<file path="config.mk">
export PLATFORM = sky130hd
export DESIGN_NAME = i2c_irq_unit
export DESIGN_NICKNAME = d
export VERILOG_FILES = /design/src/rtl/i2c_irq_pkg.sv /design/src/rtl/irq_status_bank.sv /design/src/rtl/irq_enable_reg.sv /design/src/rtl/irq_vector_enc.sv /design/src/rtl/i2c_irq_unit.sv
export SDC_FILE = /design/constraint.sdc
export NUM_CORES = 1
export LEC_CHECK = 0
export ABC_AREA = 1
export CAP_MARGIN = 20
export CORE_AREA = 10 10 75 77
export DETAILED_ROUTE_END_ITERATION = 10
export DIE_AREA = 0 0 85 87
export PLACE_DENSITY = 0.78
export SLEW_MARGIN = 20
export SYNTH_ARGS = -nofsm -noshare
export SYNTH_HDL_FRONTEND = slang
export SYNTH_HIERARCHICAL = 1
export SYNTH_SLANG_ARGS = --single-unit
</file>
<file path="constraint.sdc">
create_clock -name clk_i -period 1.4 [get_ports clk_i]
set_input_delay 0.28 -clock clk_i [delete_from_list [all_inputs] [get_ports clk_i]]
set_output_delay 0.28 -clock clk_i [all_outputs]
set_load 0.02 [all_outputs]
</file>
<file path="src/rtl/i2c_irq_pkg.sv">
package i2c_irq_pkg;
  localparam int REG_W     = 16;
  localparam int ADDR_W    = 2;
  localparam int VEC_SRC_N = 5;
  localparam int CODE_W    = $clog2(VEC_SRC_N + 1);
  localparam int BUSY_BIT  = 12;
  localparam logic [REG_W-1:0] EVT_MASK = 16'h6F1F;

  typedef enum logic [ADDR_W-1:0] {
    SEL_STATUS = 2'd0,
    SEL_ENABLE = 2'd1,
    SEL_VECTOR = 2'd2,
    SEL_RSVD   = 2'd3
  } reg_sel_e;
endpackage

</file>
<file path="src/rtl/irq_status_bank.sv">
module irq_status_bank #(
  parameter int              W        = 16,
  parameter logic [W-1:0]    MASK     = 16'h6F1F,
  parameter int              BUSY_POS = 12
) (
  input  logic         clk_i,
  input  logic         rst_n_i,
  input  logic [W-1:0] evt_i,
  input  logic         busy_i,
  input  logic [W-1:0] clr_i,
  output logic [W-1:0] status_o
);
  // Inputs on positions that hold no event are tied off here.
  logic unused_bits;
  assign unused_bits = ^(evt_i & ~MASK) ^ ^(clr_i & ~MASK);

  for (genvar k = 0; k < W; k++) begin : g_bit
    if (MASK[k]) begin : g_evt
      logic bit_q;
      // Set has priority over clear, so a same-cycle event is kept.
      always_ff @(posedge clk_i) begin
        if (!rst_n_i)      bit_q <= 1'b0;
        else if (evt_i[k]) bit_q <= 1'b1;
        else if (clr_i[k]) bit_q <= 1'b0;
      end
      assign status_o[k] = bit_q;
    end else if (k == BUSY_POS) begin : g_busy
      logic busy_q;
      always_ff @(posedge clk_i) begin
        if (!rst_n_i) busy_q <= 1'b0;
        else          busy_q <= busy_i;
      end
      assign status_o[k] = busy_q;
    end else begin : g_none
      assign status_o[k] = 1'b0;
    end
  end

  AST_EVT_SETS: assert property (@(posedge clk_i) disable iff (!rst_n_i)
    (|(evt_i & MASK)) |=> ((status_o & $past(evt_i & MASK)) == $past(evt_i & MASK)));

  AST_W1C_CLEARS: assert property (@(posedge clk_i) disable iff (!rst_n_i)
    (|(clr_i & ~evt_i & MASK)) |=> ((status_o & $past(clr_i & ~evt_i & MASK)) == '0));

  AST_EVT_WINS: assert property (@(posedge clk_i) disable iff (!rst_n_i)
    (|(clr_i & evt_i & MASK)) |=> ((status_o & $past(clr_i & evt_i & MASK)) == $past(clr_i & evt_i & MASK)));

  AST_BUSY_LIVE: assert property (@(posedge clk_i) disable iff (!rst_n_i)
    1'b1 |=> (status_o[BUSY_POS] == $past(busy_i)));
endmodule

</file>
<file path="src/rtl/irq_enable_reg.sv">
module irq_enable_reg #(
  parameter int           W    = 16,
  parameter logic [W-1:0] MASK = 16'h6F1F
) (
  input  logic         clk_i,
  input  logic         rst_n_i,
  input  logic         wr_i,
  input  logic [W-1:0] wdata_i,
  output logic [W-1:0] en_o
);
  always_ff @(posedge clk_i) begin
    if (!rst_n_i)  en_o <= '0;
    else if (wr_i) en_o <= wdata_i & MASK;
  end
endmodule

</file>
<file path="src/rtl/irq_vector_enc.sv">
module irq_vector_enc #(
  parameter int N  = 5,
  parameter int CW = 3
) (
  input  logic [N-1:0]  pend_i,
  output logic [CW-1:0] code_o,
  output logic [N-1:0]  onehot_o
);
  // Scan from the top down so the lowest pending source is the last to win.
  always_comb begin
    code_o   = '0;
    onehot_o = '0;
    for (int k = N - 1; k >= 0; k--) begin
      if (pend_i[k]) begin
        code_o      = CW'(k + 1);
        onehot_o    = '0;
        onehot_o[k] = 1'b1;
      end
    end
  end

  AST_VEC_ONEHOT: assert final ($onehot0(onehot_o));
endmodule

</file>
<file path="src/rtl/i2c_irq_unit.sv">
module i2c_irq_unit
  import i2c_irq_pkg::*;
(
  input  logic              clk_i,
  input  logic              rst_n_i,
  input  logic [REG_W-1:0]  evt_i,
  input  logic              bus_busy_i,
  input  logic              reg_en_i,
  input  logic              reg_wr_i,
  input  logic [ADDR_W-1:0] reg_addr_i,
  input  logic [REG_W-1:0]  reg_wdata_i,
  output logic [REG_W-1:0]  reg_rdata_o,
  output logic              irq_o
);
  logic [REG_W-1:0]     status_w;
  logic [REG_W-1:0]     enable_w;
  logic [REG_W-1:0]     pend_w;
  logic [REG_W-1:0]     clr_w;
  logic [REG_W-1:0]     vec_clr_w;
  logic [CODE_W-1:0]    vec_code_w;
  logic [VEC_SRC_N-1:0] vec_oh_w;
  logic                 wr_stat_w, wr_en_w, rd_vec_w;
  reg_sel_e             sel_w;

  assign sel_w     = reg_sel_e'(reg_addr_i);
  assign wr_stat_w = reg_en_i &  reg_wr_i & (sel_w == SEL_STATUS);
  assign wr_en_w   = reg_en_i &  reg_wr_i & (sel_w == SEL_ENABLE);
  assign rd_vec_w  = reg_en_i & ~reg_wr_i & (sel_w == SEL_VECTOR);

  assign pend_w    = status_w & enable_w;
  assign vec_clr_w = rd_vec_w ? {{(REG_W-VEC_SRC_N){1'b0}}, vec_oh_w} : '0;
  assign clr_w     = (wr_stat_w ? reg_wdata_i : '0) | vec_clr_w;

  irq_status_bank #(.W(REG_W), .MASK(EVT_MASK), .BUSY_POS(BUSY_BIT)) u_status (
    .clk_i    (clk_i),
    .rst_n_i  (rst_n_i),
    .evt_i    (evt_i),
    .busy_i   (bus_busy_i),
    .clr_i    (clr_w),
    .status_o (status_w)
  );

  irq_enable_reg #(.W(REG_W), .MASK(EVT_MASK)) u_enable (
    .clk_i   (clk_i),
    .rst_n_i (rst_n_i),
    .wr_i    (wr_en_w),
    .wdata_i (reg_wdata_i),
    .en_o    (enable_w)
  );

  irq_vector_enc #(.N(VEC_SRC_N), .CW(CODE_W)) u_vector (
    .pend_i   (pend_w[VEC_SRC_N-1:0]),
    .code_o   (vec_code_w),
    .onehot_o (vec_oh_w)
  );

  always_ff @(posedge clk_i) begin
    if (!rst_n_i) irq_o <= 1'b0;
    else          irq_o <= |pend_w;
  end

  always_comb begin
    unique case (sel_w)
      SEL_STATUS: reg_rdata_o = status_w;
      SEL_ENABLE: reg_rdata_o = enable_w;
      SEL_VECTOR: reg_rdata_o = {{(REG_W-CODE_W){1'b0}}, vec_code_w};
      default:    reg_rdata_o = '0;
    endcase
  end

  AST_IRQ_MASKED: assert property (@(posedge clk_i) disable iff (!rst_n_i)
    (enable_w == '0) |=> !irq_o);

  AST_VEC_CLEARS: assert property (@(posedge clk_i) disable iff (!rst_n_i)
    rd_vec_w |=> ((status_w & $past(vec_clr_w & ~evt_i)) == '0));

  AST_BUSY_NOT_ENABLED: assert property (@(posedge clk_i) disable iff (!rst_n_i)
    wr_en_w |=> !enable_w[BUSY_BIT]);
endmodule

</file>
==> Yosys cells after proc, flatten, opt, wreduce, memory -nomap -nowiden <==
Cells that the tools add are included.
Widths: inputs -> output; s select.
{ "classes": {"n_mux": 35, "n_bitwise": 8, "reduce_logical": 13, "eq_ne": 2} }
{ "op_table": {"columns": ["op", "count"], "rows": [
  ["$pmux 15 s3", 1],
  ["$mux 5", 6],
  ["$mux 1", 22],
  ["$reduce_bool 2->1", 11],
  ["$reduce_or 16->1", 1],
  ["$and 15x15->15", 1],
  ["$mux 15", 1],
  ["$mux 3", 5],
  ["$or 15x5->15", 1],
  ["$and 1x1->1", 5],
  ["$eq 2x1->1 const B", 1],
  ["$eq 2x2->1 const B", 1],
  ["$logic_not 2->1", 1],
  ["$not 1->1", 1]
]} }
{ "word_totals": {"reg_bits": 24} }

==> Logic depth before layout (Yosys ltp) <==
Gate-level depths: netlist of the first run.
{ "logic_depth": {"ltp_word": 10, "ltp_mapped": 11, "ltp_nobuf": 10} }

==> By module <==
The synthesis of the first run kept the hierarchy.
{ "by_module_without_submodules": {"columns": ["module", "seq_area_each_um2", "cells_each", "n_inst", "area_per_inst_um2"], "rows": [
  ["i2c_irq_unit", 20.0, 140, 1, 668.1],
  ["irq_status_bank", 240.2, 77, 1, 603.1],
  ["irq_enable_reg", 220.2, 75, 1, 495.5],
  ["irq_vector_enc", 0.0, 15, 1, 68.8]
]} }

==> Worst setup path before layout of the first run <==
OpenSTA, ideal clock, no wires.
{ "synth_path": {"kind": "flip-flop to output port", "start": "register u_status.g_bit[0].g_evt.bit_q", "end": "output port reg_rdata_o[2]", "path_stages_with_launch": 9, "path_slack_ns": 0.072, "path_buffers": 1, "arrival_ns": 1.048, "required_ns": 1.120, "cell_sequence": "dfxtp_1 > buf_4 > nand2_1 > inv_1 > nor2_2 > nand2_2 > nor2_1 > nand2_1 > nand3_1"} }
{ "synth_via": {"elab_chain_cells": 3} }
{ "synth_rtl": {"columns": ["item", "line_no", "source"], "rows": [
  ["start, declared", "irq_status_bank.sv:19", "logic bit_q;"],
  ["start signal, assigned", "irq_status_bank.sv:22", "if (!rst_n_i) bit_q <= 1'b0;"],
  ["start signal, assigned", "irq_status_bank.sv:23", "else if (evt_i[k]) bit_q <= 1'b1;"],
  ["start signal, assigned", "irq_status_bank.sv:24", "else if (clr_i[k]) bit_q <= 1'b0;"],
  ["$and 15x15->15", "i2c_irq_unit.sv:30", "assign pend_w = status_w & enable_w;"],
  ["via pend_w[0]", "i2c_irq_unit.sv:17", "logic [REG_W-1:0] pend_w;"],
  ["$mux 3", "irq_vector_enc.sv:14", "if (pend_i[k]) begin"],
  ["via vec_code_w[2]", "i2c_irq_unit.sv:20", "logic [CODE_W-1:0] vec_code_w;"],
  ["$pmux 15 s3", "i2c_irq_unit.sv:63", "unique case (sel_w)"],
  ["end, declared", "i2c_irq_unit.sv:12", "output logic [REG_W-1:0] reg_rdata_o,"]
]} }
The timed path passes the listed nets, and every way through them passes these cells.

==> Worst setup path after layout of the first run <==
{ "layout_path": {"start": "register u_enable.en_o[0]", "end": "output port reg_rdata_o[2]"} }
{ "layout_via": {"elab_chain_cells": 3} }
{ "layout_rtl": {"columns": ["item", "line_no", "source"], "rows": [
  ["start, declared", "irq_enable_reg.sv:9", "output logic [W-1:0] en_o"],
  ["start signal, assigned", "irq_enable_reg.sv:13", "else if (wr_i) en_o <= wdata_i & MASK;"],
  ["$and 15x15->15", "i2c_irq_unit.sv:30", null],
  ["via pend_w[0]", "i2c_irq_unit.sv:17", null],
  ["$mux 3", "irq_vector_enc.sv:14", null],
  ["via vec_code_w[2]", "i2c_irq_unit.sv:20", null],
  ["$pmux 15 s3", "i2c_irq_unit.sv:63", null]
]} }
The timed path passes the listed nets, and every way through them passes these cells.

==> results of run 1 <==
==> worst max-delay path, delay by kind of cell, from the launching register on <==
kind,cells,cell delay [ns]
simple gates,6,0.57
flops,1,0.34
buf+inv,2,0.18
==> layout make-up <==
class | count | area share
multi-input cells | 189 | 0.348
repair buffers | 100 | 0.340
flip-flops and latches | 24 | 0.177
inverters | 61 | 0.0844
well taps | 52 | 0.0235
clock buffers | 3 | 0.0149
clock inverters | 1 | 0.0108
repair inverters | 1 | 0.00271
==> registers in the layout, indices dropped and copies added (netlist names) <==
name	flops
u_enable/en_o	11
u_status/g_bit.g_evt.bit_q	11
u_status/g_bit.g_busy.busy_q	1
irq_o	1
==> power by group <==
part	switching (µW)	total, µW	internal (µW)	leakage, µW
registers	26.2	749	723	0.000201
clock network	256	639	384	0.0000357
logic	268	542	273	0.00127
total	550	1930	1380	0.00150
==> final timing paths <==
| kind | from | to | slack, ns | cells past startpoint |
|---|---|---|---|---|
| setup / recovery | u_enable/en_o[0] | reg_rdata_o[2] | -0.25 | 8 |
| hold / removal | u_status/g_bit[11].g_evt.bit_q | u_status/g_bit[11].g_evt.bit_q | 0.50 | 2 |
| setup reg to reg | u_enable/en_o[0] | u_status/g_bit[4].g_evt.bit_q | -0.15 | 12 |
| hold reg to reg | u_status/g_bit[11].g_evt.bit_q | u_status/g_bit[11].g_evt.bit_q | 0.50 | 2 |
==> per-layer routing <==
| metal | share of wire | GRT usage | wire length [µm] |
|---|---|---|---|
| met1 | 0.40 | 0.161 | 2410 |
| met2 | 0.52 | 0.259 | 3090 |
| met4 | 0.031 | 0.0599 | 187 |
| met5 | 0 | 0 | 0 |
| met3 | 0.046 | 0.0215 | 275 |
==> what timing repair did <==
| action | in CTS | in global routing |
|---|---|---|
| hold buffers | 0 | 0 |
| pin swaps | 10 | 18 |
| setup endpoints to repair | 35 | 18 |
| setup buffers | 13 | 9 |
| resized for setup | 95 | 25 |
| gates cloned | 3 | 0 |
==> metrics by stage <==
step	hold WS (ns)	area, µm²	setup TNS, ns	utilization
3_5_place_dp	0.483	2360	-20.02	0.558
6_report	0.499	2770	-0.976	0.655
2_1_floorplan	0.373	1820	0	-
4_1_cts	0.496	2620	-0.536	0.619
3_3_place_gp	0.470	2360	-18.40	0.558
5_1_grt	0.521	2770	-1.24	0.655
==> results.json, run 1 <==
{
  "slew_violations": 0,
  "worstHoldPathType": "reg2reg",
  "fin_crit_sh": 1.18,
  "path_class": "reg2out",
  "tightest_slew_ns": 0.658,
  "cap_violations": 0,
  "hold_viol_final": 0,
  "rows": 24,
  "critPathLaunchType": "flop",
  "crit_top_cell": "nor2_4",
  "dieWidth_um": 85,
  "timing.final.ws_setup_ns": -0.253,
  "p_leak_uw": 0.00150,
  "syn_area_mm2": 0.00180,
  "grt_remaining_overflow": 0,
  "fillers": 337,
  "cp.arrival_ns": 1.37,
  "post-place-ws_ns": -0.822,
  "first_global_vias": 1924,
  "grt_pass1_wl_mm": 8.76,
  "port_buffers": 41,
  "antenna_found_initial": 0,
  "die_y_um": 87,
  "area_growth_pct": 54.1,
  "drive_gt1_frac": 0.335,
  "post_drt_via_cell_ratio": 4.64,
  "cts.sinks": 24,
  "drtAntennaViolNets": 0,
  "outcome": "finished with violations",
  "final_cells": 431,
  "drt_wl_total_mm": 5.96,
  "crit_path_max_fanout": 4,
  "setup_violations": 6,
  "final_nets": 419,
  "grt_setup_unrepaired": "yes",
  "worst_clock_skew_ns": 0.00599,
  "clk-insertion-delay-late_ns": 0.28,
  "p_total_uw": 1930,
  "cts.reportedPaths.clkPinSlew_ns": 0.10,
  "core_area_mm2": 0.00423,
  "vias": 2000,
  "antenna_cells": 0,
  "drtIter0Drc": 127,
  "max_stage_delay_ns": 0.34,
  "initial_utilization": 0.425,
  "gp_congestion": 0.825,
  "final_cell_mix": "89 x nand2_1, 54 x buf_4, 53 x inv_1",
  "cp_cell_sequence": "nand2_2 -> inv_4 -> nor2_4 -> nand2_4 -> nor2_4 -> nand2_1 -> nand3_1 -> buf_6",
  "grt_max_degree": 15,
  "slowest_stage": "dfxtp_2",
  "io_pins": 56,
  "seq_area_um2": 489,
  "fmax_mhz": 605,
  "wl_per_cell_um": 13.8,
  "powerDensity_mw_per_mm2": 696,
  "crit_required_ns": 1.12,
  "dp.cells": 403,
  "dieArea_mm2": 0.00740,
  "min_period_ns": 1.65,
  "multi_input_area_um2": 963,
  "clock_path_buffers": 2,
  "drc_errors": 0,
  "clockRootBuffer": "clkbuf_8",
  "relSlewSlack": 0.561,
  "yosys_warnings": 6,
  "synthCells": 297,
  "numCtsBuffers": 3,
  "synth_area_per_cell_um2": 6.05,
  "dr.pass1.iters": 4,
  "peakVddDrop_mv": 0.321,
  "place_hpwl_mm": 3.60,
  "cts_tree": "built",
  "violations": "setup timing",
  "gr-usage-all-layers": 0.142,
  "layout_commonest_cell": "nand2_1",
  "htree_levels": 1,
  "endpoint_kind": "output pin"
}
No activity file was read; power rests on OpenSTA's default activity.
==> run 2, diff against run 1 <==
--- a/config.mk
+++ b/config.mk
@@ -7,10 +7,10 @@
 export LEC_CHECK = 0
 export ABC_AREA = 1
 export CAP_MARGIN = 20
-export CORE_AREA = 10 10 75 77
+export CORE_AREA = 10 10 74 76
 export DETAILED_ROUTE_END_ITERATION = 10
-export DIE_AREA = 0 0 85 87
-export PLACE_DENSITY = 0.78
+export DIE_AREA = 0 0 84 86
+export PLACE_DENSITY = 0.88
 export SLEW_MARGIN = 20
 export SYNTH_ARGS = -nofsm -noshare
 export SYNTH_HDL_FRONTEND = slang
==> run 2 against run 1 <==
Compared with the run above:
- the flow still finishes with violations (setup timing)
- combinational power is 7.2% lower
- critical path depth stayed put
- via count is 4.1% higher
- clock power is 3% lower
- cell count is 2.1% lower
- hold slack worse by 0.0052 ns
- sequential power hardly changed
- clock-buffer cell count stayed put
==> results.json, run 2 (same netlist as run 1, synthesis figures left out) <==
{
  "max_stage_delay_ns": 0.33,
  "layout_commonest_cell": "nand2_1",
  "cts.sinks": 24,
  "hp-start": "u_enable/en_o[14]",
  "dieWidth_um": 84,
  "cts_tree": "built",
  "dieArea_mm2": 0.00722,
  "cp_cell_sequence": "nand2_2 -> inv_2 -> nor2_4 -> nand2_2 -> nor2_2 -> nand2_1 -> nand3_2 -> buf_6",
  "worst_clock_skew_ns": 0.00819,
  "whs_ns": 0.494,
  "powerDensity_mw_per_mm2": 707,
  "clk-insertion-delay-late_ns": 0.27,
  "switching_share": 0.284,
  "wl_per_cell_um": 15.8,
  "clockRootBuffer": "clkbuf_8",
  "numCtsBuffers": 3,
  "grt_setup_unrepaired": "yes",
  "vias": 2082,
  "endpoint_kind": "output pin",
  "outcome": "finished with violations",
  "min_path_cells": 2,
  "power_frac_seq": 0.400,
  "drtIter0Drc": 197,
  "drt_wl_total_mm": 6.66,
  "hold_end": "u_enable/en_o[14]",
  "port_buffers": 41,
  "rrSetupSlack_ns": -0.11,
  "post_drt_via_cell_ratio": 4.93,
  "finish.utilization": 0.667,
  "reg.largest.list": "u_enable/en_o (11), u_status/g_bit.g_evt.bit_q (11)",
  "setup_violations": 4,
  "min_period_ns": 1.66,
  "grt_pass1_wl_mm": 10.1,
  "clockPowerShare": 0.332,
  "tightest_slew_ns": 0.658,
  "fmax_mhz": 604,
  "final_area_mm2": 0.00265,
  "reg2regPathDepth": 11,
  "slowest_stage": "dfxtp_2",
  "htree_levels": 1,
  "gp_congestion": 0.829,
  "cp.arrival_ns": 1.38,
  "worstHoldPathType": "reg2reg",
  "crit_path_max_fanout": 2,
  "final_cell_mix": "90 x nand2_1, 52 x inv_1, 52 x buf_4",
  "drive_gt1_frac": 0.328,
  "cap_violations": 0,
  "comb_power_share": 0.268,
  "holdBufCountCts": 0,
  "antenna_found_initial": 0,
  "crit_top_cell": "nand2_2",
  "p_leak_uw": 0.00145,
  "initial_utilization": 0.453,
  "p_int_uw": 1340,
  "grt_remaining_overflow": 0,
  "cts.reportedPaths.clkPinSlew_ns": 0.09,
  "crit_required_ns": 1.12,
  "dpl-instance-area_mm2": 0.00233,
  "critPathLaunchType": "flop",
  "slew_violations": 0,
  "die_y_um": 86,
  "reg2reg_from": "u_enable/en_o[0]",
  "place_hpwl_mm": 3.57,
  "clock_path_buffers": 2,
  "drtAntennaViolNets": 0,
  "area_growth_pct": 47.3,
  "hold_viol_final": 0,
  "peakVddDrop_mv": 0.469,
  "final_cells": 422,
  "setup-tns-final_ns": -0.768,
  "core_area_mm2": 0.00397,
  "io_pins": 56,
  "violations": "setup timing",
  "timing.final.ws_setup_ns": -0.256,
  "rows": 23,
  "first_global_vias": 2144,
  "dp.cells": 401,
  "antenna_cells": 0,
  "final_nets": 412,
  "dr.pass1.iters": 4,
  "drc_errors": 0,
  "crit-reg2reg-capture": "u_status/g_bit[2].g_evt.bit_q",
  "gr-usage-all-layers": 0.171,
  "grt_max_degree": 15,
  "power.switching_uw": 533,
  "relSlewSlack": 0.561,
  "path_class": "reg2out",
  "fin_crit_sh": 1.18
}
-- run 2: final cells by class --
class	count	area, µm²
clock buffer	3	41.3
clock inverter	1	30.0
fill	310	1320
inverter	61	239
multi-input combinational	189	970
sequential	24	490
tap	50	62.6
timing repair buffer	94	816
-- run 2: worst max path at each step --
stage / startpoint / end / slack [ns] / cells after the start
after detailed placement: reg_addr_i[1] / reg_rdata_o[0] / -0.82 / 6
after global placement: reg_addr_i[0] / reg_rdata_o[2] / -0.80 / 5
final: u_enable/en_o[2] / reg_rdata_o[2] / -0.26 / 8
after global routing: u_status/g_bit[2].g_evt.bit_q / reg_rdata_o[2] / -0.29 / 8
after floorplan: u_status/g_bit[0].g_evt.bit_q / reg_rdata_o[2] / 0.07 / 8
after CTS: u_enable/en_o[2] / reg_rdata_o[2] / -0.19 / 8
-- run 2: per-layer routing --
| metal | vias up | share of wire | GRT usage |
|---|---|---|---|
| met2 | 122 | 0.48 | 0.298 |
| met3 | 47 | 0.071 | 0.0416 |
| met4 | 0 | 0.072 | 0.139 |
| met1 | 922 | 0.38 | 0.171 |
| met5 | - | 0 | 0 |
| li1 | 991 | - | - |
-- run 2: critical path: cells and delay by family, from the launching register on --
family / cells / cell delay, ns
simple gates: 6 / 0.60
flops: 1 / 0.33
buf+inv: 2 / 0.18
-- run 2: power groups by stage --
stage	combinational (µW)	sequential [µW]	clock, µW
6_report	503	749	621
5_1_grt	540	752	675
4_1_cts	464	748	626
3_5_place_dp	437	759	0
3_3_place_gp	428	757	0
2_1_floorplan	278	756	0
-- run 2: what timing repair did --
action                                  4_1_cts  5_1_grt
buffers inserted                             14        5
hold endpoints to repair                      0        0
endpoints found under the setup margin       35       17
pin swaps                                    14        8
gates resized for setup                      99       19
cloned                                        0        1
-- run 2: per-stage QoR --
step,worst slack [ns],power (µW)
2_1_floorplan,0.0720,1030
3_3_place_gp,-0.799,1190
3_5_place_dp,-0.818,1200
4_1_cts,-0.188,1840
5_1_grt,-0.286,1970
6_report,-0.256,1870
